### config.mk
export PLATFORM = sky130hd
export DESIGN_NAME = pin_irq_port
export DESIGN_NICKNAME = d
export VERILOG_FILES = /design/src/rtl/pin_irq_pkg.sv /design/src/rtl/pin_sync.sv /design/src/rtl/edge_detect.sv /design/src/rtl/status_latch.sv /design/src/rtl/cfg_regs.sv /design/src/rtl/pin_irq_port.sv
export SDC_FILE = /design/constraint.sdc
export NUM_CORES = 1
export LEC_CHECK = 0
export BUFFER_PORTS_ARGS = -buffer_cell sky130_fd_sc_hd__buf_2
export CAP_MARGIN = 15
export CORE_ASPECT_RATIO = 1.25
export CORE_MARGIN = 2
export CORE_UTILIZATION = 48
export CTS_CLUSTER_DIAMETER = 80
export DETAILED_ROUTE_END_ITERATION = 8
export PLACE_DENSITY = 0.72
export SETUP_SLACK_MARGIN = 0.05
export SLEW_MARGIN = 0
export SYNTH_ARGS = -nofsm -noshare
export SYNTH_HDL_FRONTEND = slang
export SYNTH_SLANG_ARGS = --single-unit
### constraint.sdc
create_clock -name clk -period 1.51 [get_ports clk]
set_input_delay 0.302 -clock clk [delete_from_list [all_inputs] [get_ports clk]]
set_output_delay 0.302 -clock clk [all_outputs]
set_load 0.01 [all_outputs]
### src/rtl/pin_irq_pkg.sv
package pin_irq_pkg;
  typedef enum logic [1:0] {
    EDGE_OFF  = 2'b00,
    EDGE_RISE = 2'b01,
    EDGE_FALL = 2'b10,
    EDGE_BOTH = 2'b11
  } edge_mode_e;

  localparam int MODE_W    = 2;
  localparam int ADDR_MODE = 0;
  localparam int ADDR_STAT = 1;
endpackage

### src/rtl/pin_sync.sv
module pin_sync #(
  parameter int WIDTH  = 8,
  parameter int STAGES = 2
) (
  input  logic             clk,
  input  logic             rst_n,
  input  logic [WIDTH-1:0] din,
  output logic [WIDTH-1:0] dout
);
  logic [WIDTH-1:0] stg [STAGES];

  always_ff @(posedge clk or negedge rst_n) begin
    if (!rst_n) stg[0] <= '0;
    else        stg[0] <= din;
  end

  for (genvar s = 1; s < STAGES; s++) begin : g_stage
    always_ff @(posedge clk or negedge rst_n) begin
      if (!rst_n) stg[s] <= '0;
      else        stg[s] <= stg[s-1];
    end
  end

  assign dout = stg[STAGES-1];
endmodule

### src/rtl/edge_detect.sv
module edge_detect
  import pin_irq_pkg::*;
#(
  parameter int NPINS = 8
) (
  input  logic                    clk,
  input  logic                    rst_n,
  input  logic [NPINS-1:0]        lvl,
  input  logic [MODE_W*NPINS-1:0] mode,
  output logic [NPINS-1:0]        trig
);
  logic [NPINS-1:0] prev_q;
  logic [NPINS-1:0] prev_d;

  always_comb prev_d = lvl;

  always_ff @(posedge clk or negedge rst_n) begin
    if (!rst_n) prev_q <= '0;
    else        prev_q <= prev_d;
  end

  for (genvar i = 0; i < NPINS; i++) begin : g_pin
    edge_mode_e pm;
    logic       rise, fall;
    assign pm   = edge_mode_e'(mode[MODE_W*i +: MODE_W]);
    assign rise = lvl[i] & ~prev_q[i];
    assign fall = ~lvl[i] & prev_q[i];
    always_comb begin
      unique case (pm)
        EDGE_RISE: trig[i] = rise;
        EDGE_FALL: trig[i] = fall;
        EDGE_BOTH: trig[i] = rise | fall;
        default:   trig[i] = 1'b0;
      endcase
    end

    // a disabled pin never triggers
    p_off_quiet_r1: assert property (@(posedge clk) disable iff (!rst_n)
      (pm == EDGE_OFF) |-> !trig[i]);
    // a trigger in rising-only mode follows a low level in the previous cycle
    p_rise_dir_r2: assert property (@(posedge clk) disable iff (!rst_n)
      (trig[i] && pm == EDGE_RISE) |-> (lvl[i] && !$past(lvl[i])));
  end
endmodule

### src/rtl/status_latch.sv
module status_latch #(
  parameter int NPINS = 8
) (
  input  logic             clk,
  input  logic             rst_n,
  input  logic [NPINS-1:0] trig,
  input  logic             clr,
  output logic [NPINS-1:0] status
);
  logic [NPINS-1:0] stat_d;

  always_comb begin
    if (clr) stat_d = trig;
    else     stat_d = status | trig;
  end

  always_ff @(posedge clk or negedge rst_n) begin
    if (!rst_n) status <= '0;
    else        status <= stat_d;
  end

  // without a clearing read no bit ever drops
  p_sticky_r3: assert property (@(posedge clk) disable iff (!rst_n)
    !clr |=> (($past(status) & ~status) == '0));
  // after a clearing read only the coincident triggers survive
  p_clear_r4: assert property (@(posedge clk) disable iff (!rst_n)
    clr |=> (status == $past(trig)));
endmodule

### src/rtl/cfg_regs.sv
module cfg_regs
  import pin_irq_pkg::*;
#(
  parameter int NPINS  = 8,
  parameter int ADDR_W = 2,
  localparam int DATA_W = MODE_W * NPINS
) (
  input  logic              clk,
  input  logic              rst_n,
  input  logic              wr_en,
  input  logic              rd_en,
  input  logic [ADDR_W-1:0] addr,
  input  logic [DATA_W-1:0] wdata,
  input  logic [NPINS-1:0]  status,
  output logic [DATA_W-1:0] mode,
  output logic [DATA_W-1:0] rdata,
  output logic              clr
);
  localparam logic [ADDR_W-1:0] A_MODE = ADDR_W'(ADDR_MODE);
  localparam logic [ADDR_W-1:0] A_STAT = ADDR_W'(ADDR_STAT);

  logic              mode_we;
  logic [DATA_W-1:0] mode_d;

  assign mode_we = wr_en && (addr == A_MODE);

  always_comb begin
    mode_d = mode;
    if (mode_we) mode_d = wdata;
  end

  always_ff @(posedge clk or negedge rst_n) begin
    if (!rst_n) mode <= '0;
    else        mode <= mode_d;
  end

  always_comb begin
    rdata = '0;
    if (rd_en) begin
      if (addr == A_MODE)      rdata = mode;
      else if (addr == A_STAT) rdata = DATA_W'(status);
    end
  end

  assign clr = rd_en && (addr == A_STAT);

  // the mode register moves only on a write to its own address
  p_mode_hold_r7: assert property (@(posedge clk) disable iff (!rst_n)
    !(wr_en && addr == A_MODE) |=> $stable(mode));
endmodule

### src/rtl/pin_irq_port.sv
module pin_irq_port
  import pin_irq_pkg::*;
#(
  parameter int NPINS       = 8,
  parameter int SYNC_STAGES = 2,
  parameter int ADDR_W      = 2,
  localparam int DATA_W     = MODE_W * NPINS
) (
  input  logic              clk,
  input  logic              rst_n,
  input  logic [NPINS-1:0]  pins,
  input  logic              wr_en,
  input  logic              rd_en,
  input  logic [ADDR_W-1:0] addr,
  input  logic [DATA_W-1:0] wdata,
  output logic [DATA_W-1:0] rdata,
  output logic              irq
);
  logic [1:0]        rst_pipe;
  logic              rst_core_n;
  logic [NPINS-1:0]  lvl;
  logic [NPINS-1:0]  trig;
  logic [NPINS-1:0]  status;
  logic [DATA_W-1:0] mode;
  logic              clr;

  always_ff @(posedge clk or negedge rst_n) begin
    if (!rst_n) rst_pipe <= 2'b00;
    else        rst_pipe <= {rst_pipe[0], 1'b1};
  end
  assign rst_core_n = rst_pipe[1];

  pin_sync #(.WIDTH(NPINS), .STAGES(SYNC_STAGES)) u_sync (
    .clk(clk), .rst_n(rst_core_n), .din(pins), .dout(lvl));

  edge_detect #(.NPINS(NPINS)) u_edge (
    .clk(clk), .rst_n(rst_core_n), .lvl(lvl), .mode(mode), .trig(trig));

  status_latch #(.NPINS(NPINS)) u_stat (
    .clk(clk), .rst_n(rst_core_n), .trig(trig), .clr(clr), .status(status));

  cfg_regs #(.NPINS(NPINS), .ADDR_W(ADDR_W)) u_regs (
    .clk(clk), .rst_n(rst_core_n), .wr_en(wr_en), .rd_en(rd_en), .addr(addr),
    .wdata(wdata), .status(status), .mode(mode), .rdata(rdata), .clr(clr));

  assign irq = |status;

  // the request can only rise after some pin triggered
  p_irq_rise_r5: assert property (@(posedge clk) disable iff (!rst_core_n)
    $rose(irq) |-> $past(|trig));
  // while held in reset the request is low
  p_reset_quiet_r9: assert property (@(posedge clk)
    !rst_core_n |-> !irq);
endmodule

== Yosys cells after proc, flatten, opt, wreduce, memory -nomap -nowiden ==
Cells that the tools add are included.

* Register bits: 50
* Latch bits: 0
* Memory bits (writable): 0
* ROM bits: 0
* Output and inout port bits: 17
* Word-level logic and storage cells: 88
* Memories: 0

* Add/subtract/negate cells: 0
* $mul: 0
* Div/mod/pow operators: 0
* $lt $le $gt $ge: 0
* Eq/ne operators: 25
* Shifts and indexed selects: 0
* Muxes and demuxes: 12
* Bitwise gates (word level): 41
* Reductions and logical operators: 4

{| class="wikitable"
|+ Operators by type and width
! cell !! count
|-
| 2-bit == test, second input constant || 16
|-
| 16-bit two-way mux || 2
|-
| 1-bit one-hot mux with 3 select lines || 8
|-
| 2-bit by 1-bit == test with 1-bit output, second input constant || 9
|-
| 1-bit bitwise AND || 16
|-
| 8-bit two-way mux || 2
|-
| 1-bit NOT || 16
|-
| 1-bit OR || 8
|-
| 8-bit OR || 1
|-
| 8-bit OR reduction || 1
|-
| 1-bit logical AND || 2
|-
| 2-bit zero test || 1
|}

== Depth between registers and ports, before layout ==
Gate-level depths: netlist of the first run.

* Depth in word-level cells: 6
* Gate-level depth with buffers: 5
* Gate-level depth less buffers: 5

== Hierarchy ==
Synthesis of the first run repeated with hierarchy kept, for this count alone.

* Cells, all modules: 190
* Area, all modules: 2265.9 µm²

{| class="wikitable"
|+ By module, submodules not included
! module !! instances !! cells an instance !! area each (µm²)
|-
| cfg_regs || 1 || 64 || 807.0
|-
| edge_detect || 1 || 79 || 664.4
|-
| pin_sync || 1 || 24 || 460.4
|-
| status_latch || 1 || 17 || 264.0
|-
| pin_irq_port || 1 || 6 || 70.1
|}

== Worst setup path after synthesis of the first run ==
OpenSTA, ideal clock, no wires.

* Path kind: input port to output port
* Start point: input port addr[1]
* End point: output port rdata[6]
* Arrival time: 1.008 ns
* Required time: 1.208 ns
* Setup slack: 0.200 ns
* Cell stages on the path: 3
* Buffers on the path: 1
* Cell sequence: nor3b_4 clkbuf_1 a22o_1

* Longest elaborated chain between the ends: 4

{| class="wikitable"
|+ Ends and longest elaborated chain
! what !! line !! RTL
|-
| start, declared || pin_irq_port.sv:14 || <nowiki>input logic [ADDR_W-1:0] addr,</nowiki>
|-
| 2-bit by 1-bit == test with 1-bit output || cfg_regs.sv:41 || <nowiki>else if (addr == A_STAT) rdata = DATA_W'(status);</nowiki>
|-
| 8-bit two-way mux || cfg_regs.sv:41 ||
|-
| 16-bit two-way mux * || cfg_regs.sv:40 || <nowiki>if (addr == A_MODE) rdata = mode;</nowiki>
|-
| 16-bit two-way mux * || cfg_regs.sv:39 || <nowiki>if (rd_en) begin</nowiki>
|-
| end, declared || pin_irq_port.sv:16 || <nowiki>output logic [DATA_W-1:0] rdata,</nowiki>
|}

Every way passes the cells marked *; elsewhere a longest branch is shown, timed or not.

== Worst setup path after layout of the first run ==
* Start point: register u_stat.status[7]
* End point: output port irq

* Longest elaborated chain between the ends: 1

{| class="wikitable"
|+ Ends and longest elaborated chain
! what !! line !! RTL
|-
| start, declared || status_latch.sv:8 || <nowiki>output logic [NPINS-1:0] status</nowiki>
|-
| start signal, assigned || status_latch.sv:19 || <nowiki>else status <= stat_d;</nowiki>
|-
| 8-bit OR reduction || pin_irq_port.sv:46 || <nowiki>assign irq = |status;</nowiki>
|-
| end, declared || pin_irq_port.sv:17 || <nowiki>output logic irq</nowiki>
|}

No other way between the ends.

==> impl_metrics.py, run 1 <==
metrics = {
    "critical_path": {
        "slowest_stage": "dfrtp_1",
        "required_ns": 1.21,
        "crit_type": "reg -> out",
        "path_max_fanout": 3,
        "crit_chain": "nor4_2 > nand2_1 > buf_2",
        "end_kind": "output pin",
        "r2r_start": "u_sync.dout[7]",
        "arrival_ns": 1.19,
        "critical_path.top_delay_family": "flip-flops",
        "ff2ff_path_depth": 4,
        "cpPeakStageDelay_ns": 0.43,
        "r2r_slack_ns": 0.32,
        "crit_path_start_kind": "register",
        "worst-path-buf-inv": 1,
        "r2r-end": "u_stat.status[7]",
    },
    "synth": {
        "yosysTopAreaCell": "dfrtp_1",
        "syn-cell-area_um2": 2160,
        "synth_xor_area_share_pct": 0,
        "avgSynthCellArea_um2": 13.1,
        "seq_area_frac_synth_pct": 57.9,
        "yosysUniqueCellTypes": 19,
        "yosysTopAreaCellShare_pct": 57.9,
        "yosys.area_share.simple_pct": 8.75,
        "synth.area.top_cells": "dfrtp_1 (58%), ha_1 (9.3%), mux2_2 (8.3%)",
        "synth_compound_area_share_pct": 7.18,
        "synthAdderAreaFrac_pct": 9.27,
        "syn-num-nets": 211,
        "synth_top_family_by_area": "multiplexers",
        "synthMuxAreaShare_pct": 11.6,
        "netlist_instances": 165,
        "yosysWarnings": 0,
        "ys_ff_latch": 50,
    },
    "power_and_ir_drop": {
        "p_sw_w": 0.000750,
        "total_power_w": 0.00295,
        "p_seq_share_pct": 58.2,
        "internal_power_w": 0.00220,
        "switching_share_pct": 25.4,
        "clock_power_share_pct": 25.6,
        "ir_worst_vdd_uv": 841,
        "p_leak_nw": 1.35,
        "combPwrFrac_pct": 16.2,
        "powerDensity_nw_per_um2": 1110,
    },
    "place": {
        "pre_cts_ws_ns": 0.0803,
        "place_congestion": 0.681,
        "dp.cells": 270,
        "io_buffers": 46,
        "dp_hpwl_mm": 2.64,
    },
    "clock_tree": {
        "cts_tree": "done",
        "clkTransAtPathRegs_ns": 0.08,
        "cts_buffers": 5,
        "clkSinkCount": 50,
        "htree_levels": 2,
        "cts.path.max_buffers": 2,
        "clk_latency_ns": 0.29,
        "root_buffer": "clkbuf_8",
    },
    "global_routing": {
        "antenna_found_initial": 0,
        "grt_pass1_wl_mm": 6.21,
        "grtUsageTotal_pct": 16.0,
        "first_global_vias": 1365,
        "grt-ovfl-total": 0,
        "grt_max_degree": 23,
    },
    "floorplanning": {
        "fp.dieW_um": 64.0,
        "die_area_um2": 5060,
        "rows": 27,
        "start_util_pct": 49.6,
        "die_h_um": 79.0,
        "num_io_pins": 47,
        "coreArea_um2": 4360,
    },
    "routing": {
        "vias": 1392,
        "detail-route-antenna-nets": 0,
        "viasPerCell": 4.92,
        "drc": 0,
        "drt_iter0_markers": 30,
        "routed_wl_mm": 3.54,
        "post_drt_wl_per_cell_um": 12.5,
        "drt_pass1_iterations": 4,
    },
    "cells_and_area": {
        "antennaDiodeCount": 0,
        "layout_common_cells": "dfrtp_1 (49), buf_2 (45), inv_1 (23)",
        "final_common_cell": "dfrtp_1",
        "fin_cells": 283,
        "final_nets": 270,
        "syn2layout_area_growth_pct": 23.2,
        "layout-drive-gt1-share_pct": 37.3,
    },
    "worst_hold_path": {
        "min_to": "u_sync.stg[10]",
        "hp-start": "pins[2]",
        "hold-path-cell-count": 1,
        "holdCritPathClass": "in -> reg",
    },
    "sta": {
        "min_period_ns": 1.50,
        "setup_slack_ns": 0.0145,
        "slew_violations": 0,
        "hold_viol": 0,
        "rsz0062_at_grt": "yes",
        "setup_viol": 0,
        "hold_ws_ns": 0.110,
        "fmax_mhz": 669,
        "finalCritPeriodShare_pct": 99.0,
        "final.setup_skew_ns": 0.00624,
    },
    "run_status": {
        "status": "finished, final reports clean",
    },
    "job": {
        "maxCapViolations": 0,
    },
}
## registers in the layout, indices dropped and copies added (netlist names)
name	count
u_sync.dout	8
rst_pipe	2
u_stat.status	8
u_sync.stg	8
u_regs.mode	16
u_edge.prev_q	8
## cells by family (layout without fill, tap and decap cells)
| group | Yosys count | after routing |
|---|---|---|
| flip-flops | 50 | 50 |
| AND/OR/NAND/NOR | 32 | 32 |
| buffers and inverters | 26 | 86 |
| multiplexers | 23 | 23 |
| AO/OA/AOI/OAI | 17 | 17 |
| adder cells (fa/ha/maj) | 16 | 16 |
| other | 1 | 1 |
## power groups by stage
| stage | combinational (W) | clock [W] | sequential (W) |
|---|---|---|---|
| finish | 0.000478 | 0.000754 | 0.00172 |
| global route | 0.000533 | 0.000834 | 0.00175 |
| CTS | 0.000471 | 0.000793 | 0.00171 |
| detailed placement | 0.000416 | 0 | 0.00173 |
| global placement | 0.000405 | 0 | 0.00173 |
| floorplan | 0.000283 | 0 | 0.00168 |
## worst register-to-register path, delay by kind of cell (launching register included)
family | cells | cell delay (ns)
AO/OA/AOI/OAI | 1 | 0.30
adder cells (fa/ha/maj) | 1 | 0.28
buffers and inverters | 1 | 0.05
flip-flops | 1 | 0.38
multiplexers | 1 | 0.07
## worst max-delay path by stage
stage | from | to | cells past startpoint
6_report | u_stat.status[7] | irq | 3
5_1_grt | u_stat.status[0] | irq | 3
4_1_cts | u_stat.status[0] | irq | 3
3_5_place_dp | addr[1] | rdata[5] | 4
3_3_place_gp | addr[1] | rdata[2] | 4
2_1_floorplan | addr[1] | rdata[6] | 3
## stage by stage
stage               setup TNS (ns)  utilization [%]  cell area, um^2
finish                           0             61.1             2660
global route               -0.0743             61.1             2660
CTS                              0             60.8             2650
detailed placement               0             57.5             2510
global placement                 0             57.5             2510
floorplan                        0                -             2160
## timing repair
action                                 CTS  global route
hold buffers                             1             0
endpoints found under the hold margin    2             0
pin swaps                                3             0
setup buffers                            4             0
setup endpoints to repair                1             6
gates resized for setup                  2             4
## Yosys cell counts
master and count:
a21oi_1 1, a221o_1 8, a22o_1 8, and2_1 8
and3b_2 1, buf_2 1, buf_8 1, clkbuf_1 1
conb_1 1, dfrtp_1 50, ha_1 16, inv_1 23
mux2_2 16, mux2i_1 7, nand2_1 9, nand3b_2 1
nor2_1 9, nor3b_4 2, nor4_1 2
## per-layer routing
layer,routed length [um],global-route usage [%],vias up
met4,42,5.87,0
met2,1760,26.0,38
li1,-,-,674
met5,0,0,-
met3,192,3.97,5
met1,1540,20.8,675
## layout make-up
| class | instances | area [um^2] |
|---|---|---|
| fill | 358 | 1700 |
| sequential | 50 | 1250 |
| multi-input combinational | 89 | 811 |
| timing repair buffer | 55 | 348 |
| clock buffer | 7 | 86.3 |
| inverter | 23 | 86.3 |
| tap | 58 | 72.6 |
| clock inverter | 1 | 5.00 |
(Power assumes the default switching activity.)
==> run 2: changes to the inputs <==
BUFFER_PORTS_ARGS = unset   (was -buffer_cell sky130_fd_sc_hd__buf_2)
CORE_UTILIZATION = 55   (was 48)
DONT_BUFFER_PORTS = 1   (was unset)
PLACE_DENSITY = 0.7   (was 0.72)
==> run 2 against run 1 <==
Effect of this change: via count fell by 8.8%; critical path depth is 1 lower; count of clock-buffer cells in the layout is 1 higher; non-clock buffer count decreased by 46; critical endpoint unchanged.
==> impl_metrics.py, run 2 (synthesized netlist as in run 1, its figures left out) <==
metrics = {
    "clock_tree": {
        "htree_levels": 2,
        "cts.path.max_buffers": 2,
        "root_buffer": "clkbuf_8",
        "clkTransAtPathRegs_ns": 0.08,
        "cts_buffers": 5,
        "clk_latency_ns": 0.29,
        "clkSinkCount": 50,
        "cts_tree": "done",
    },
    "critical_path": {
        "r2r-end": "u_stat.status[4]",
        "r2r_start": "u_sync.dout[4]",
        "crit_chain": "nor4_2 > nand2_1",
        "r2r_slack_ns": 0.30,
        "required_ns": 1.21,
        "arrival_ns": 1.13,
        "end_kind": "output pin",
        "ff2ff_path_depth": 4,
        "slowest_stage": "dfrtp_1",
        "crit_path_start_kind": "register",
        "cp-endpoint": "irq",
        "cpPeakStageDelay_ns": 0.41,
        "crit_start": "u_stat.status[5]",
        "path_max_fanout": 3,
        "crit_type": "reg -> out",
    },
    "floorplanning": {
        "start_util_pct": 57.1,
        "fp.dieW_um": 60.0,
        "num_io_pins": 47,
        "die_h_um": 74.1,
        "die_area_um2": 4450,
        "rows": 25,
        "coreArea_um2": 3780,
    },
    "global_routing": {
        "grtUsageTotal_pct": 19.8,
        "grt_pass1_wl_mm": 6.20,
        "grt_max_degree": 28,
        "first_global_vias": 1328,
        "antenna_found_initial": 0,
        "grt-ovfl-total": 0,
    },
    "routing": {
        "post_drt_wl_per_cell_um": 16.3,
        "detail-route-antenna-nets": 0,
        "routed_wl_mm": 3.79,
        "drc": 0,
        "vias": 1270,
        "drt_pass1_iterations": 4,
        "drt_iter0_markers": 48,
        "viasPerCell": 5.45,
    },
    "cells_and_area": {
        "antennaDiodeCount": 0,
        "fillCellCount": 297,
        "seq_area_um2": 1250,
        "regMostFlops": "u_regs.mode",
        "final_common_cell": "dfrtp_1",
        "final_nets": 224,
        "multiInputGateArea_um2": 811,
        "layout_common_cells": "dfrtp_1 (49), inv_1 (23), mux2_2 (16), ha_1 (16)",
        "syn2layout_area_growth_pct": 12.2,
        "layout-drive-gt1-share_pct": 21.8,
        "largest_register_ffs": 16,
    },
    "power_and_ir_drop": {
        "ir_worst_vdd_uv": 871,
        "powerDensity_nw_per_um2": 1240,
        "p_leak_nw": 1.15,
    },
    "sta": {
        "slew_violations": 0,
        "hold_ws_ns": 0.0291,
        "relSlewSlack_pct": 66.2,
        "hold_viol": 0,
        "tightest_slew_ns": 0.507,
        "setup_viol": 0,
        "finalCritPeriodShare_pct": 94.7,
        "min_period_ns": 1.43,
        "rsz0062_at_grt": "yes",
        "fmax_mhz": 699,
        "final.setup_skew_ns": 0.00394,
        "tns_ns": 0,
    },
    "run_status": {
        "status": "finished, final reports clean",
    },
    "place": {
        "io_buffers": 0,
        "place_congestion": 0.752,
        "dp_hpwl_mm": 2.85,
    },
    "job": {
        "maxCapViolations": 0,
    },
    "worst_hold_path": {
        "holdCritPathClass": "in -> reg",
    },
}
[run 2: power breakdown]
group	total (W)	switching, W	internal [W]
combinational	0.000419	0.000161	0.000258
clock	0.000868	0.000406	0.000463
sequential	0.00171	0.000192	0.00152
[run 2: final cells by class]
class,instances,share of cell area (%)
sequential,50,51.7
inverter,23,3.56
multi-input combinational,89,33.5
clock buffer,8,4.55
tap,54,2.79
timing repair buffer,9,3.93
[run 2: how the worst min path moves through the flow]
stage | cells after the start | slack, ns | to | startpoint
finish | 0 | 0.03 | u_sync.stg[13] | pins[5]
global route | 0 | 0.003 | u_sync.stg[13] | pins[5]
CTS | 0 | 0.02 | u_sync.stg[9] | pins[1]
detailed placement | 0 | 0.006 | rst_pipe[0] | rst_n
global placement | 0 | 0.006 | rst_pipe[0] | rst_n
floorplan | 0 | 0.006 | rst_pipe[0] | rst_n
[run 2: metal layers]
metal	global-route usage (%)	vias up	wire [um]
met5	0	-	0
met4	10.9	0	105
met3	5.22	9	190
met2	32.9	41	2000
met1	23.0	636	1500
li1	-	584	-
[run 2: repair_timing]
item                                    in CTS  in global routing
gates resized for setup                      2                  0
hold endpoints to repair                     2                  0
pin swaps                                    1                  0
gates cloned                                 0                  0
hold buffers                                 1                  0
buffers inserted                             4                  1
endpoints found under the setup margin       1                  2
[run 2: critical path: cells and delay by family (launching register included)]
family,cells,cell delay [ns]
flops,1,0.41
simple gates,2,0.43
[run 2: through the flow]
step                cells  worst slack, ns  power (W)  area [um^2]  util, %
detailed placement    219            0.171    0.00209         2250     59.5
global placement      219            0.228    0.00206         2250     59.5
CTS                   232           0.0596    0.00302         2410     63.8
finish                233           0.0793    0.00300         2420     64.0
floorplan             165            0.200    0.00197         2160        -
global route          233         -0.00608    0.00315         2420     64.0
